[src/rtl/offset_null_pkg.sv]
package offset_null_pkg;

  typedef enum logic [2:0] {
    ST_IDLE,
    ST_BRK_IN,
    ST_SETTLE,
    ST_REQ,
    ST_WAIT,
    ST_BRK_OUT
  } seq_state_e;

endpackage

[src/rtl/nul_timer.sv]
module nul_timer #(
  parameter int TMR_W = 3
) (
  input  logic             clk,
  input  logic             rst_n,
  input  logic             load,
  input  logic [TMR_W-1:0] load_val,
  output logic             expired
);

  logic [TMR_W-1:0] cnt_q;

  always_ff @(posedge clk or negedge rst_n) begin
    if (!rst_n) begin
      cnt_q <= '0;
    end else if (load) begin
      cnt_q <= load_val;
    end else if (cnt_q != '0) begin
      cnt_q <= cnt_q - 1'b1;
    end
  end

  assign expired = (cnt_q == '0);

endmodule

[src/rtl/nul_sar_reg.sv]
module nul_sar_reg #(
  parameter int CODE_W = 8
) (
  input  logic              clk,
  input  logic              rst_n,
  input  logic              start,
  input  logic              step,
  input  logic              keep,
  output logic [CODE_W-1:0] code,
  output logic              last
);

  logic [CODE_W-1:0] code_q, mask_q;
  logic [CODE_W-1:0] code_d, mask_d;

  // Per bit: load the top trial, or resolve the current bit and arm the next one.
  for (genvar i = 0; i < CODE_W; i++) begin : g_bit
    logic resolved;
    assign resolved = code_q[i] & ~(mask_q[i] & ~keep);
    if (i == CODE_W - 1) begin : g_top
      assign code_d[i] = start ? 1'b1 : (step ? resolved : code_q[i]);
      assign mask_d[i] = start ? 1'b1 : (step ? 1'b0 : mask_q[i]);
    end else begin : g_low
      assign code_d[i] = start ? 1'b0 : (step ? (resolved | mask_q[i+1]) : code_q[i]);
      assign mask_d[i] = start ? 1'b0 : (step ? mask_q[i+1] : mask_q[i]);
    end
  end

  always_ff @(posedge clk or negedge rst_n) begin
    if (!rst_n) begin
      code_q <= '0;
      mask_q <= '0;
    end else begin
      code_q <= code_d;
      mask_q <= mask_d;
    end
  end

  assign code = code_q;
  assign last = mask_q[0];

endmodule

[src/rtl/nul_pad_drv.sv]
module nul_pad_drv #(
  parameter int CODE_W     = 8,
  parameter int PAD_INVERT = 1
) (
  input  logic [CODE_W-1:0] code,
  input  logic              zero_closed,
  input  logic              sig_closed,
  output logic [CODE_W-1:0] dac_drv,
  output logic              zero_sw_drv,
  output logic              sig_sw_drv
);

  if (PAD_INVERT != 0) begin : g_inv
    for (genvar i = 0; i < CODE_W; i++) begin : g_pin
      assign dac_drv[i] = ~code[i];
    end
    assign zero_sw_drv = ~zero_closed;
    assign sig_sw_drv  = ~sig_closed;
  end else begin : g_true
    for (genvar i = 0; i < CODE_W; i++) begin : g_pin
      assign dac_drv[i] = code[i];
    end
    assign zero_sw_drv = zero_closed;
    assign sig_sw_drv  = sig_closed;
  end

endmodule

[src/rtl/offset_null_seq.sv]
module offset_null_seq
  import offset_null_pkg::*;
#(
  parameter int CODE_W     = 8,
  parameter int DATA_W     = 8,
  parameter int SETTLE_CYC = 4,
  parameter int BBM_CYC    = 3,
  parameter int PAD_INVERT = 1
) (
  input  logic              clk,
  input  logic              rst_n,
  input  logic              cal_start,
  output logic              cal_busy,
  output logic              cal_done,
  output logic [CODE_W-1:0] cal_code,
  output logic [CODE_W-1:0] dac_drv,
  output logic              zero_sw_drv,
  output logic              sig_sw_drv,
  output logic              conv_req_valid,
  input  logic              conv_req_ready,
  input  logic              res_valid,
  output logic              res_ready,
  input  logic [DATA_W-1:0] res_data
);

  localparam int TMR_MAX = (SETTLE_CYC > BBM_CYC) ? SETTLE_CYC : BBM_CYC;
  localparam int TMR_W   = $clog2(TMR_MAX + 1);
  localparam logic [TMR_W-1:0] SETTLE_LD = TMR_W'(SETTLE_CYC - 1);
  localparam logic [TMR_W-1:0] BBM_LD    = TMR_W'(BBM_CYC - 1);

  seq_state_e st_q, st_d;
  logic zero_cl_q, sig_cl_q, done_q;
  logic tmr_load, tmr_exp;
  logic [TMR_W-1:0] tmr_val;
  logic sar_start, sar_step, sar_last, res_nonzero;
  logic [CODE_W-1:0] code;

  assign res_nonzero = |res_data;

  nul_timer #(.TMR_W(TMR_W)) u_tmr (
    .clk      (clk),
    .rst_n    (rst_n),
    .load     (tmr_load),
    .load_val (tmr_val),
    .expired  (tmr_exp)
  );

  nul_sar_reg #(.CODE_W(CODE_W)) u_sar (
    .clk   (clk),
    .rst_n (rst_n),
    .start (sar_start),
    .step  (sar_step),
    .keep  (res_nonzero),
    .code  (code),
    .last  (sar_last)
  );

  nul_pad_drv #(.CODE_W(CODE_W), .PAD_INVERT(PAD_INVERT)) u_pad (
    .code        (code),
    .zero_closed (zero_cl_q),
    .sig_closed  (sig_cl_q),
    .dac_drv     (dac_drv),
    .zero_sw_drv (zero_sw_drv),
    .sig_sw_drv  (sig_sw_drv)
  );

  always_comb begin
    st_d      = st_q;
    tmr_load  = 1'b0;
    tmr_val   = BBM_LD;
    sar_start = 1'b0;
    sar_step  = 1'b0;
    unique case (st_q)
      ST_IDLE: begin
        if (cal_start) begin
          tmr_load = 1'b1;
          tmr_val  = BBM_LD;
          st_d     = ST_BRK_IN;
        end
      end
      ST_BRK_IN: begin
        if (tmr_exp) begin
          sar_start = 1'b1;
          tmr_load  = 1'b1;
          tmr_val   = SETTLE_LD;
          st_d      = ST_SETTLE;
        end
      end
      ST_SETTLE: begin
        if (tmr_exp) st_d = ST_REQ;
      end
      ST_REQ: begin
        if (conv_req_ready) st_d = ST_WAIT;
      end
      ST_WAIT: begin
        if (res_valid) begin
          sar_step = 1'b1;
          tmr_load = 1'b1;
          if (sar_last) begin
            tmr_val = BBM_LD;
            st_d    = ST_BRK_OUT;
          end else begin
            tmr_val = SETTLE_LD;
            st_d    = ST_SETTLE;
          end
        end
      end
      ST_BRK_OUT: begin
        if (tmr_exp) st_d = ST_IDLE;
      end
      default: st_d = ST_IDLE;
    endcase
  end

  always_ff @(posedge clk or negedge rst_n) begin
    if (!rst_n) begin
      st_q      <= ST_IDLE;
      zero_cl_q <= 1'b0;
      sig_cl_q  <= 1'b1;
      done_q    <= 1'b0;
    end else begin
      st_q   <= st_d;
      done_q <= 1'b0;
      if (st_q == ST_IDLE && cal_start) sig_cl_q <= 1'b0;
      if (st_q == ST_BRK_IN && tmr_exp) zero_cl_q <= 1'b1;
      if (st_q == ST_WAIT && res_valid && sar_last) zero_cl_q <= 1'b0;
      if (st_q == ST_BRK_OUT && tmr_exp) begin
        sig_cl_q <= 1'b1;
        done_q   <= 1'b1;
      end
    end
  end

  assign conv_req_valid = (st_q == ST_REQ);
  assign res_ready      = (st_q == ST_WAIT);
  assign cal_busy       = (st_q != ST_IDLE);
  assign cal_done       = done_q;
  assign cal_code       = code;

endmodule

[config.mk]
export PLATFORM = sky130hd
export DESIGN_NAME = offset_null_seq
export DESIGN_NICKNAME = d
export VERILOG_FILES = /design/src/rtl/offset_null_pkg.sv /design/src/rtl/nul_timer.sv /design/src/rtl/nul_sar_reg.sv /design/src/rtl/nul_pad_drv.sv /design/src/rtl/offset_null_seq.sv
export SDC_FILE = /design/constraint.sdc
export NUM_CORES = 1
export LEC_CHECK = 0
export ABC_CLOCK_PERIOD_IN_PS = 4500
export BUFFER_PORTS_ARGS = -buffer_cell sky130_fd_sc_hd__buf_2
export CAP_MARGIN = 20
export CORE_MARGIN = 5
export CORE_UTILIZATION = 40
export CTS_CLUSTER_SIZE = 16
export DETAILED_ROUTE_END_ITERATION = 16
export PLACE_DENSITY_LB_ADDON = 0.05
export SLEW_MARGIN = 10
export SYNTH_ARGS = -nofsm -noshare
export SYNTH_HDL_FRONTEND = slang
export SYNTH_SLANG_ARGS = --single-unit
[constraint.sdc]
create_clock -name clk -period 4.5 [get_ports clk]
set_input_delay 0.225 -clock clk [delete_from_list [all_inputs] [get_ports clk]]
set_output_delay 0.225 -clock clk [all_outputs]
set_load 0.1 [all_outputs]
* After elaboration in Yosys (flattened, before gate mapping) *
Cells that the tools add are included.

word-level totals
  register bits after elaboration = 25
  input bits = 13
  output and inout port bits = 22
  logic and storage cells = 133

operators by class
  $add $sub $neg = 1
  equality and inequality tests = 11
  muxes and demuxes = 57
  bitwise operators = 42
  reduce and logical (&&, ||, !) cells = 15

operator list
  cell                   number
  $mux W1                45
  $mux W3                9
  $not A1 Y1             19
  $pmux W3 S6            1
  $and A1 B1 Y1          16
  $ne A2 B2 Y1 const B   5
  $reduce_bool A2 Y1     4
  $reduce_or A8 Y1       1
  $or A1 B1 Y1           7
  $eq A3 B2 Y1 const B   2
  $eq A3 B3 Y1 const B   2
  $logic_not A3 Y1       2
  $reduce_and A6 Y1      1
  $reduce_bool A3 Y1     2
  $logic_and A1 B1 Y1    5
  $eq A3 B1 Y1 const B   1
  $pmux W1 S3            1
  $sub A3 B1 Y3 const B  1
  $ne A2 B1 Y1 const B   1
  $pmux W1 S2            1

* Logic depth before layout (Yosys ltp) *
Gate-level depths: netlist (run 1).

  word-level depth = 8
  mapped depth = 6
  gate-level depth less buffers = 5

* By module *
Synthesis (run 1) repeated with hierarchy kept, for this count alone.

unflattened totals
  cell total of the unflattened synthesis = 139
  area total of the unflattened synthesis = 1341.3 um^2

modules (own cells, without submodules)
  module           instances  cells an instance  area an instance (um^2)  seq. area each (um^2)
  nul_sar_reg      1          61                 669.4                    400.4
  offset_null_seq  1          47                 434.2                    151.4
  nul_timer        1          21                 200.2                    75.1
  nul_pad_drv      1          10                 37.5                     0.0

* Least setup slack after synthesis (run 1) *
Ideal clock, no wire load.

  path kind = register -> register
  start point = reg u_sar.code_q[6] (netlist: u_sar.code[6])
  end point = reg u_sar.code_q[6] (netlist: u_sar.code[6])
  library setup time = 0.097 ns
  arrival = 1.945 ns
  required time = 4.403 ns
  path slack = 2.458 ns
  stages on the path, launching flop included = 3
  path buffers = 0
  period minus slack after synthesis = 2.042 ns
  cell sequence = dfrtp_1 > inv_1 > o31ai_2

on the way
  cells in the longest elaborated chain, start to end = 4

ends and longest elaborated chain
  element                   line               source
  start: declaration        nul_sar_reg.sv:13  logic [CODE_W-1:0] code_q, mask_q;
  start signal: assignment  nul_sar_reg.sv:34  code_q <= code_d;
  $and A1 B1 Y1             nul_sar_reg.sv:19  assign resolved = code_q[i] & ~(mask_q[i] & ~keep);
  $or A1 B1 Y1              nul_sar_reg.sv:24  assign code_d[i] = start ? 1'b0 : (step ? (resolved | mask_q[i+1]) : code_q[i]);
  $mux W1 (2 in a row)      nul_sar_reg.sv:24

Every way passes these cells. The select of a mux whose other input is x is not followed.
A chain may end at the register's enable or synchronous reset.

* Worst setup path in the final report (run 1) *
  start point = reg u_tmr.cnt_q[0]
  end point = reg u_sar.mask_q[2]

on the way
  cells in the longest elaborated chain, start to end = 4
  elaborated cells on any way between the ends = 5
  classes of those cells = mux: 3; reduce/logical: 2

ends and longest elaborated chain
  element                                               line                   source
  start: declaration                                    nul_timer.sv:11        logic [TMR_W-1:0] cnt_q;
  start signal: assignment                              nul_timer.sv:17        cnt_q <= load_val;
  start signal: assignment                              nul_timer.sv:19        cnt_q <= cnt_q - 1'b1;
  $logic_not A3 Y1 (*)                                  nul_timer.sv:23        assign expired = (cnt_q == '0);
  $mux W1 (*)                                           offset_null_seq.sv:82  if (tmr_exp) begin
  $mux W1 (*)                                           offset_null_seq.sv:73  unique case (st_q)
  $mux W1 / $reduce_bool A2 Y1 (equally long branches)  n/a
  end signal: assignment                                nul_sar_reg.sv:35      mask_q <= mask_d;
  end: declaration                                      nul_sar_reg.sv:13

Every way passes the cells marked *; elsewhere a longest branch is shown, timed or not.

==> run metrics, run 1 <==
Num Clock Sinks 25; run status finished clean; core box area 3078 µm²; R2R Path Start u_tmr.cnt_q[0]$_DFFE_PN0P_; diode count 0; Clock Tree Buf Depth 2; r2r worst-path depth 5; vias in the first global route between 1k and 1.5k; Layout area overhead 17.30%; largest net degree at the start of global routing 26; Worst Setup Start Kind flip-flop; final std cells w/o fill around 210; total CTS buffers 3; number of flops mapped to enable cells by yosys 0; crit-path max cell delay slightly below 0.8 ns; cell with the most instances after synthesis dfrtp_1; die footprint about 4500 µm²; Routed WL 2793 µm; dpl cells 201; hold path cells 3; post-synth top area share 0.4665; Crit-path slowest cell nor3_2; number of core rows 20; CP top delay family simple AND/OR/NAND/NOR gates; Syn Inst Count ~130; Starting DRT DRC Count between 60 and 70; iteration count of the initial detailed-routing pass 4; Vias approximately 1.1k; top cells by area, synth dfrtp_1 47%, nand2_1 5.8%, and4_1 4.8%; ys async rst share 1.000; GRT Util Overall 0.1374; Synth cell types 36; Skew-Pair Late Insertion Delay 0.32 ns; worst-margin pin slew 0.9750 ns; I/O pin total 35; yosys warns 0; Synth area leader dfrtp_1; Crit path depth 5; Final Max Tran Viols 0; setup TNS 0 ns; Crit Path Max Fanout 15; Setup Skew between 0.006 and 0.007 ns; first-pass GRT wire length about 4700 µm; post-route minimum period approximately 2.0 ns; CP Data Required Time around 4.7 ns; Max Cap Violations 0; CP Capture Type flip-flop; Top FF cell, synth dfrtp_1; final net count between 150 and 200; hold wc startpoint res_valid; clk slew on worst S/H paths 0.14 ns; WHS Endpoint st_q[2]$_DFFE_PN0P_; Initial Util 0.4183; hpwl dp a little under 2000 µm; postcts setup bufs 0; CTS H-tree depth 1; Synth Register Bits 25; r2r endpoint u_sar.mask_q[2]$_DFFE_PN0P_; Avg Vias per Cell just over 5; final hold vios 0; Port-buffer cells 34; die width about 67 µm; Syn Std Cell Area around 1300 µm²; fmax 493.9 MHz; Final Wtd Congestion roughly 0.75; sequential element share of the synthesized area 0.4869; period utilisation layout 0.4500; Die H between 60 and 70 µm; reg-to-reg slack, setup 2.48 ns; global route total overflow 0; worst setup path class flip-flop to flip-flop; Area after DPL around 1500 µm²; Final Instance Area between 1500 and 2000 µm²; Final Util 0.4907; share of cells above drive strength 1 0.2716; worst-path cell chain inv_1, ha_1, nand2b_1, nor3_2, o21ai_0; DR WL/cell 13.56 µm; Min-Delay Path Class primary input to flip-flop; setup violators final 0; Synth Net Count 144; Post-synth top cells 24 x dfrtp_1, 20 x nand2_1, 14 x inv_1, 8 x o21ai_0; Post-DRT Antenna Nets 0; CTS tree built; crit path DAT 2.19 ns; RSZ-0062 raised after global routing no; initial antenna violation count 0; Residual DRC 0; CTS root buffer clkbuf_4; Post-Syn Area per Cell 9.981 µm²; slew margin rel. 0.3464; critical path buffer and inverter count 1
worst reg2reg max path, stage by stage, from the launching register on:
cell	delay, ns
dfrtp_1	0.39
inv_1	0.11
ha_1	0.22
nand2b_1	0.16
nor3_2	0.77
o21ai_0	0.23
sequential cells by signal, indices dropped and copies added (netlist names):
register / flops
zero_cl_q: 1
u_tmr.cnt_q: 3
sig_cl_q: 1
cal_done: 1
u_sar.mask_q: 8
st_q: 3
u_sar.code: 8
kinds of logic (layout without fill, tap and decap cells):
logic type	Yosys count	count (layout)	synth area share
adders and majority gates	2	2	0.01943
buffers and inverters	20	53	0.07191
muxes	2	2	0.01555
and+or+nand+nor	50	50	0.2381
AOI/OAI and AO/OA	29	29	0.1613
DFF	25	25	0.4869
xor gates and xnor gates	1	1	0.006804
how the worst max path moves through the flow:
stage	end	slack (ns)	from
final	u_sar.mask_q[2]$_DFFE_PN0P_	2.48	u_tmr.cnt_q[0]$_DFFE_PN0P_
after global routing	u_sar.mask_q[3]$_DFFE_PN0P_	2.30	u_tmr.cnt_q[0]$_DFFE_PN0P_
after CTS	conv_req_valid	2.49	st_q[1]$_DFFE_PN0P_
after detailed placement	u_sar.mask_q[2]$_DFFE_PN0P_	2.50	u_tmr.cnt_q[0]$_DFFE_PN0P_
after global placement	u_sar.mask_q[1]$_DFFE_PN0P_	2.63	u_tmr.cnt_q[0]$_DFFE_PN0P_
after floorplan	u_sar.code[6]$_DFFE_PN0P_	2.46	u_sar.code[6]$_DFFE_PN0P_
metal layers:
metal,part of all wire,wire (µm),up-vias,global-route usage
met4,0.0090,25,0,0.05838
met5,0,0,-,0
met2,0.45,1267,34,0.2166
li1,-,-,522,-
met3,0.047,132,4,0.02530
met1,0.49,1367,506,0.1834
cell usage in the layout (no fill, tap or decap), types with 2 or more instances in the layout:
cell	n
o21ai_0	8
a22o_1	3
mux2i_1	2
nor2_1	4
nand2_1	20
nand2b_1	3
a2bb2oi_1	2
and4_1	7
nor2b_1	4
and2_1	2
inv_1	14
or3_1	3
ha_1	2
clkbuf_4	3
nor4_2	2
dfrtp_1	24
o31ai_1	7
buf_2	34
per-stage QoR:
step | worst slack [ns] | hold slack, ns
floorplan | 2.458 | -0.07059
global route | 2.304 | 0.2320
detailed placement | 2.501 | 0.2533
finish | 2.475 | 0.2302
CTS | 2.487 | 0.2230
global placement | 2.633 | 0.2496
repair_timing:
action	in CTS	in global routing
setup endpoints to repair	0	0
hold buffers	1	0
hold endpoints to repair	24	0
resized for setup	0	0
layout make-up:
class                      count  area [µm²]
fill                         314        1568
sequential                    25       626.9
multi-input combinational     84       568.0
timing repair buffer          35       180.2
tap                           44       55.05
inverter                      14       52.55
clock buffer                   3       22.52
clock inverter                 1       5.005
Power of run 1 is not shown: default switching activity piles up to over one toggle a cycle in this logic, so the estimate is an artifact.
==> inputs of run 2 (changes only) <==
Settings changed: ABC_CLOCK_PERIOD_IN_PS 4500 to 2000.
Clock period 4.5 ns to 2 ns, I/O delays scaled along.
==> run metrics, run 2 (synthesized netlist as in run 1, its figures left out) <==
Avg Vias per Cell 5.029 (-2.8%); worst setup path class flip-flop to output pin; run status finished clean; Initial Util 0.4183 (unchanged); Residual DRC 0 (unchanged); Routed WL 2762 µm (-1.1%); Port-buffer cells 34 (unchanged); CP Capture Type output pin; final hold vios 0 (unchanged); Min-Delay Path Class primary input to flip-flop; worst-path cell chain nor2b_1, and2_1, buf_2; Setup Skew 0.009549 ns (+0.003270 ns); Starting DRT DRC Count 50 (-21%); CP Data Required Time 1.90 ns (-2.77 ns); Final Max Tran Viols 0 (unchanged); Clock Tree Buf Depth 2 (unchanged); Final Wtd Congestion 0.7687 (+2.7%); first-pass GRT wire length 4733 µm (+1.2%); RSZ-0062 raised after global routing no; crit-path max cell delay 0.58 ns (-0.19 ns); CTS tree built; Layout area overhead 21.19%; most frequent cells in the layout 34 x buf_2, 20 x nand2_1, 17 x dfrtp_1, 8 x o21ai_0; hpwl dp 2001 µm (+2.2%); Worst Setup Start Kind flip-flop; postcts setup bufs 0 (unchanged); post-route minimum period between 1.5 and 2 ns; I/O pin total 35 (unchanged); die width 66.74 µm (unchanged); total CTS buffers 3 (unchanged); diode count 0 (unchanged); largest net degree at the start of global routing 26 (unchanged); Vias 1046 (-1.9%); vias in the first global route 1000 (-7.3%); Crit-path slowest cell dfrtp_1; setup TNS 0 ns (unchanged); setup violators final 0 (unchanged); clk slew on worst S/H paths 0.13 ns (about the same); Die H 66.74 µm (unchanged); crit path DAT 1.76 ns (-0.43 ns); worst-margin pin slew 0.6810 ns (-0.2941 ns); worst hold slack 0.1283 ns (-0.1019 ns); fmax about 540 MHz; Max Cap Violations 0 (unchanged); core box area 3078 µm² (unchanged); iteration count of the initial detailed-routing pass 4 (unchanged); Crit Path Max Fanout 14 (-1); initial antenna violation count 0 (unchanged); global route total overflow 0 (unchanged); Post-DRT Antenna Nets 0 (unchanged); CTS root buffer clkbuf_4; share of cells above drive strength 1 0.3659 (+0.09425); reg-to-reg slack, setup 0.46 ns (-2.02 ns); die footprint 4454 µm² (unchanged); Num Clock Sinks 25 (unchanged); GRT Util Overall 0.1390 (+0.001578); slew margin rel. 0.5423 (+0.1958); DR WL/cell 13.28 µm (-2.1%); final net count 180 (+1.1%); Skew-Pair Late Insertion Delay 0.32 ns (about the same); leading cell type in the layout, fill and taps excluded buf_2; period utilisation layout 0.9295; CTS H-tree depth 1 (unchanged); Final Util 0.5069 (+0.01626); number of core rows 20 (unchanged)
[run 2: final timing paths]
check                                       startpoint                           to  depth (start not counted)
setup / recovery                   st_q[1]$_DFFE_PN0P_               conv_req_valid                          3
hold / removal                               cal_start         sig_cl_q$_DFFE_PN1P_                          4
setup reg to reg            u_tmr.cnt_q[0]$_DFFE_PN0P_   u_tmr.cnt_q[1]$_DFFE_PN0P_                          6
hold reg to reg            u_sar.mask_q[7]$_DFFE_PN0P_  u_sar.mask_q[7]$_DFFE_PN0P_                          2
max in group asynchronous                        rst_n    u_sar.code[0]$_DFFE_PN0P_                          2
min in group asynchronous                        rst_n    u_sar.code[2]$_DFFE_PN0P_                          2
[run 2: final cells by class]
cell class                 instances  area [µm²]
inverter                          14       78.83
tap                               44       55.05
sequential                        25       635.6
fill                             307        1518
clock inverter                     1       5.005
multi-input combinational         84       568.0
clock buffer                       3       22.52
timing repair buffer              37       195.2
[run 2: metrics by stage]
step | setup WS (ns) | cell area [µm²] | std cells
6_report | 0.1411 | 1560 | 208
4_1_cts | 0.1316 | 1560 | 208
5_1_grt | 0.02422 | 1560 | 208
2_1_floorplan | 0.07818 | 1323 | 129
3_3_place_gp | 0.4949 | 1523 | 203
3_5_place_dp | 0.4747 | 1523 | 203
[run 2: repair_timing]
action	in CTS	in global routing
hold buffers	1	0
resized for setup	0	0
hold endpoints to repair	24	0
[run 2: critical path, delay by kind of cell, from the launching register on]
kind,cells,cell delay (ns)
simple gates,2,0.46
buf+inv,1,0.42
flops,1,0.58
[run 2: metal layers]
metal | track usage | vias up | part of all wire
li1 | - | 522 | -
met1 | 0.1889 | 495 | 0.45
met2 | 0.2153 | 27 | 0.49
met3 | 0.03035 | 2 | 0.054
met4 | 0.05076 | 0 | 0.0065
met5 | 0 | - | 0
Power of run 2 is left out for the same reason.
==> inputs of run 3 (changes only) <==
Settings changed: CORE_MARGIN 5 to unset, PLACE_DENSITY_LB_ADDON 0.05 to unset.
==> run metrics, run 3 (synthesized netlist as in run 1, its figures left out) <==
fmax 540.0 MHz (+0.39%); post-route minimum period 1.852 ns (-0.007234 ns); run status finished clean; largest net degree at the start of global routing 26 (unchanged); diode count 0 (unchanged); period utilisation layout 0.9258 (-0.003617); RSZ-0062 raised after global routing no; Clock Tree Buf Depth 2 (unchanged); setup violators final 0 (unchanged); Residual DRC 0 (unchanged); Worst Setup Start Kind flip-flop; first-pass GRT wire length 4678 µm (-1.2%); worst setup path class flip-flop to output pin; GRT Util Overall 0.1811 (+0.04209); CP Capture Type output pin; iteration count of the initial detailed-routing pass 4 (unchanged); Port-buffer cells 34 (unchanged); worst hold slack 0.1069 ns (-0.02145 ns); fillcell total 296 (-3.6%); share of cells above drive strength 1 0.3659 (unchanged); Skew-Pair Late Insertion Delay 0.33 ns (about the same); number of core rows 20 (unchanged); cts repair resizes 0 (unchanged); leading cell type in the layout, fill and taps excluded buf_2; clk slew on worst S/H paths 0.14 ns (about the same); Crit Path Max Fanout 15 (+1); global route total overflow 0 (unchanged); die footprint 3450 µm² (-23%); most frequent cells in the layout 34 x buf_2, 20 x nand2_1, 17 x dfrtp_1, 8 x o21ai_0; final net count 180 (unchanged); I/O pin total 35 (unchanged); Layout area overhead 21.19% (unchanged); Vias 1059 (+1.2%); crit path DAT 1.75 ns (about the same); hpwl dp 1889 µm (-5.6%); initial antenna violation count 0 (unchanged); Final Max Tran Viols 0 (unchanged); CTS H-tree depth 1 (unchanged); core box area 3053 µm² (-0.81%); CP Data Required Time 1.90 ns (about the same); Num Clock Sinks 25 (unchanged); CTS tree built; Min-Delay Path Class primary input to flip-flop; Routed WL 2721 µm (-1.5%); Final Wtd Congestion 0.8439 (+9.8%); Avg Vias per Cell 5.091 (+1.2%); vias in the first global route 1070 (+7.0%); Initial Util 0.4217 (+0.003429); final hold vios 0 (unchanged); Max Cap Violations 0 (unchanged); CTS root buffer clkbuf_4; Die H 58.74 µm (-12%); total CTS buffers 3 (unchanged); setup TNS 0 ns (unchanged); Setup Skew 0.004819 ns (-0.004730 ns); slew margin rel. 0.5409 (-0.001322); worst-margin pin slew 0.6829 ns (+0.001966 ns); Starting DRT DRC Count 24 (-52%); die width 58.74 µm (-12%); Post-DRT Antenna Nets 0 (unchanged); DR WL/cell 13.08 µm (-1.5%)
[run 3: cell counts in the layout (fill, tap and decap cells not counted)]
Identical to the previous run, type by type.
[run 3: worst paths after layout]
kind,from,end,slack (ns),depth (start not counted)
max in group asynchronous,rst_n,u_sar.code[0]$_DFFE_PN0P_,1.34,2
worst max-delay path,st_q[2]$_DFFE_PN0P_,conv_req_valid,0.15,3
worst min register to register,sig_cl_q$_DFFE_PN1P_,sig_cl_q$_DFFE_PN1P_,0.50,2
worst min-delay path,cal_start,sig_cl_q$_DFFE_PN1P_,0.11,4
worst max register to register,u_tmr.cnt_q[0]$_DFFE_PN0P_,u_sar.mask_q[1]$_DFFE_PN0P_,0.37,6
min in group asynchronous,rst_n,u_sar.code[3]$_DFFE_PN0P_,0.27,2
[run 3: worst max-delay path, stage by stage (launching register included)]
cell and delay, ns:
dfrtp_1 0.55, nor2b_1 0.29, and2_1 0.16, buf_2 0.42
[run 3: layout make-up]
cell class	instances	area, µm²	area share
multi-input combinational	84	568.0	0.3641
clock buffer	3	22.52	0.01443
tap	44	55.05	0.03528
clock inverter	1	5.005	0.003208
sequential	25	635.6	0.4074
timing repair buffer	37	195.2	0.1251
inverter	14	78.83	0.05052
[run 3: through the flow]
step | instance area (µm²) | utilization | worst slack (ns) | std cells
after global routing | 1560 | 0.5111 | 0.05367 | 208
after floorplan | 1323 | - | 0.07818 | 129
final | 1560 | 0.5111 | 0.1483 | 208
after global placement | 1523 | 0.4988 | 0.4652 | 203
after detailed placement | 1523 | 0.4988 | 0.3765 | 203
after CTS | 1560 | 0.5111 | 0.1408 | 208
[run 3: layer usage]
layer | track usage | vias up | routed length [µm]
met5 | 0 | - | 0
met4 | 0.07823 | 0 | 29
met3 | 0.02857 | 4 | 69
met2 | 0.2857 | 22 | 1241
met1 | 0.2468 | 509 | 1380
li1 | - | 524 | -
[run 3: what timing repair did]
action | in CTS | in global routing
setup buffers | 0 | 0
endpoints found under the hold margin | 24 | 0
hold buffers | 1 | 0
Power of run 3 is left out for the same reason.
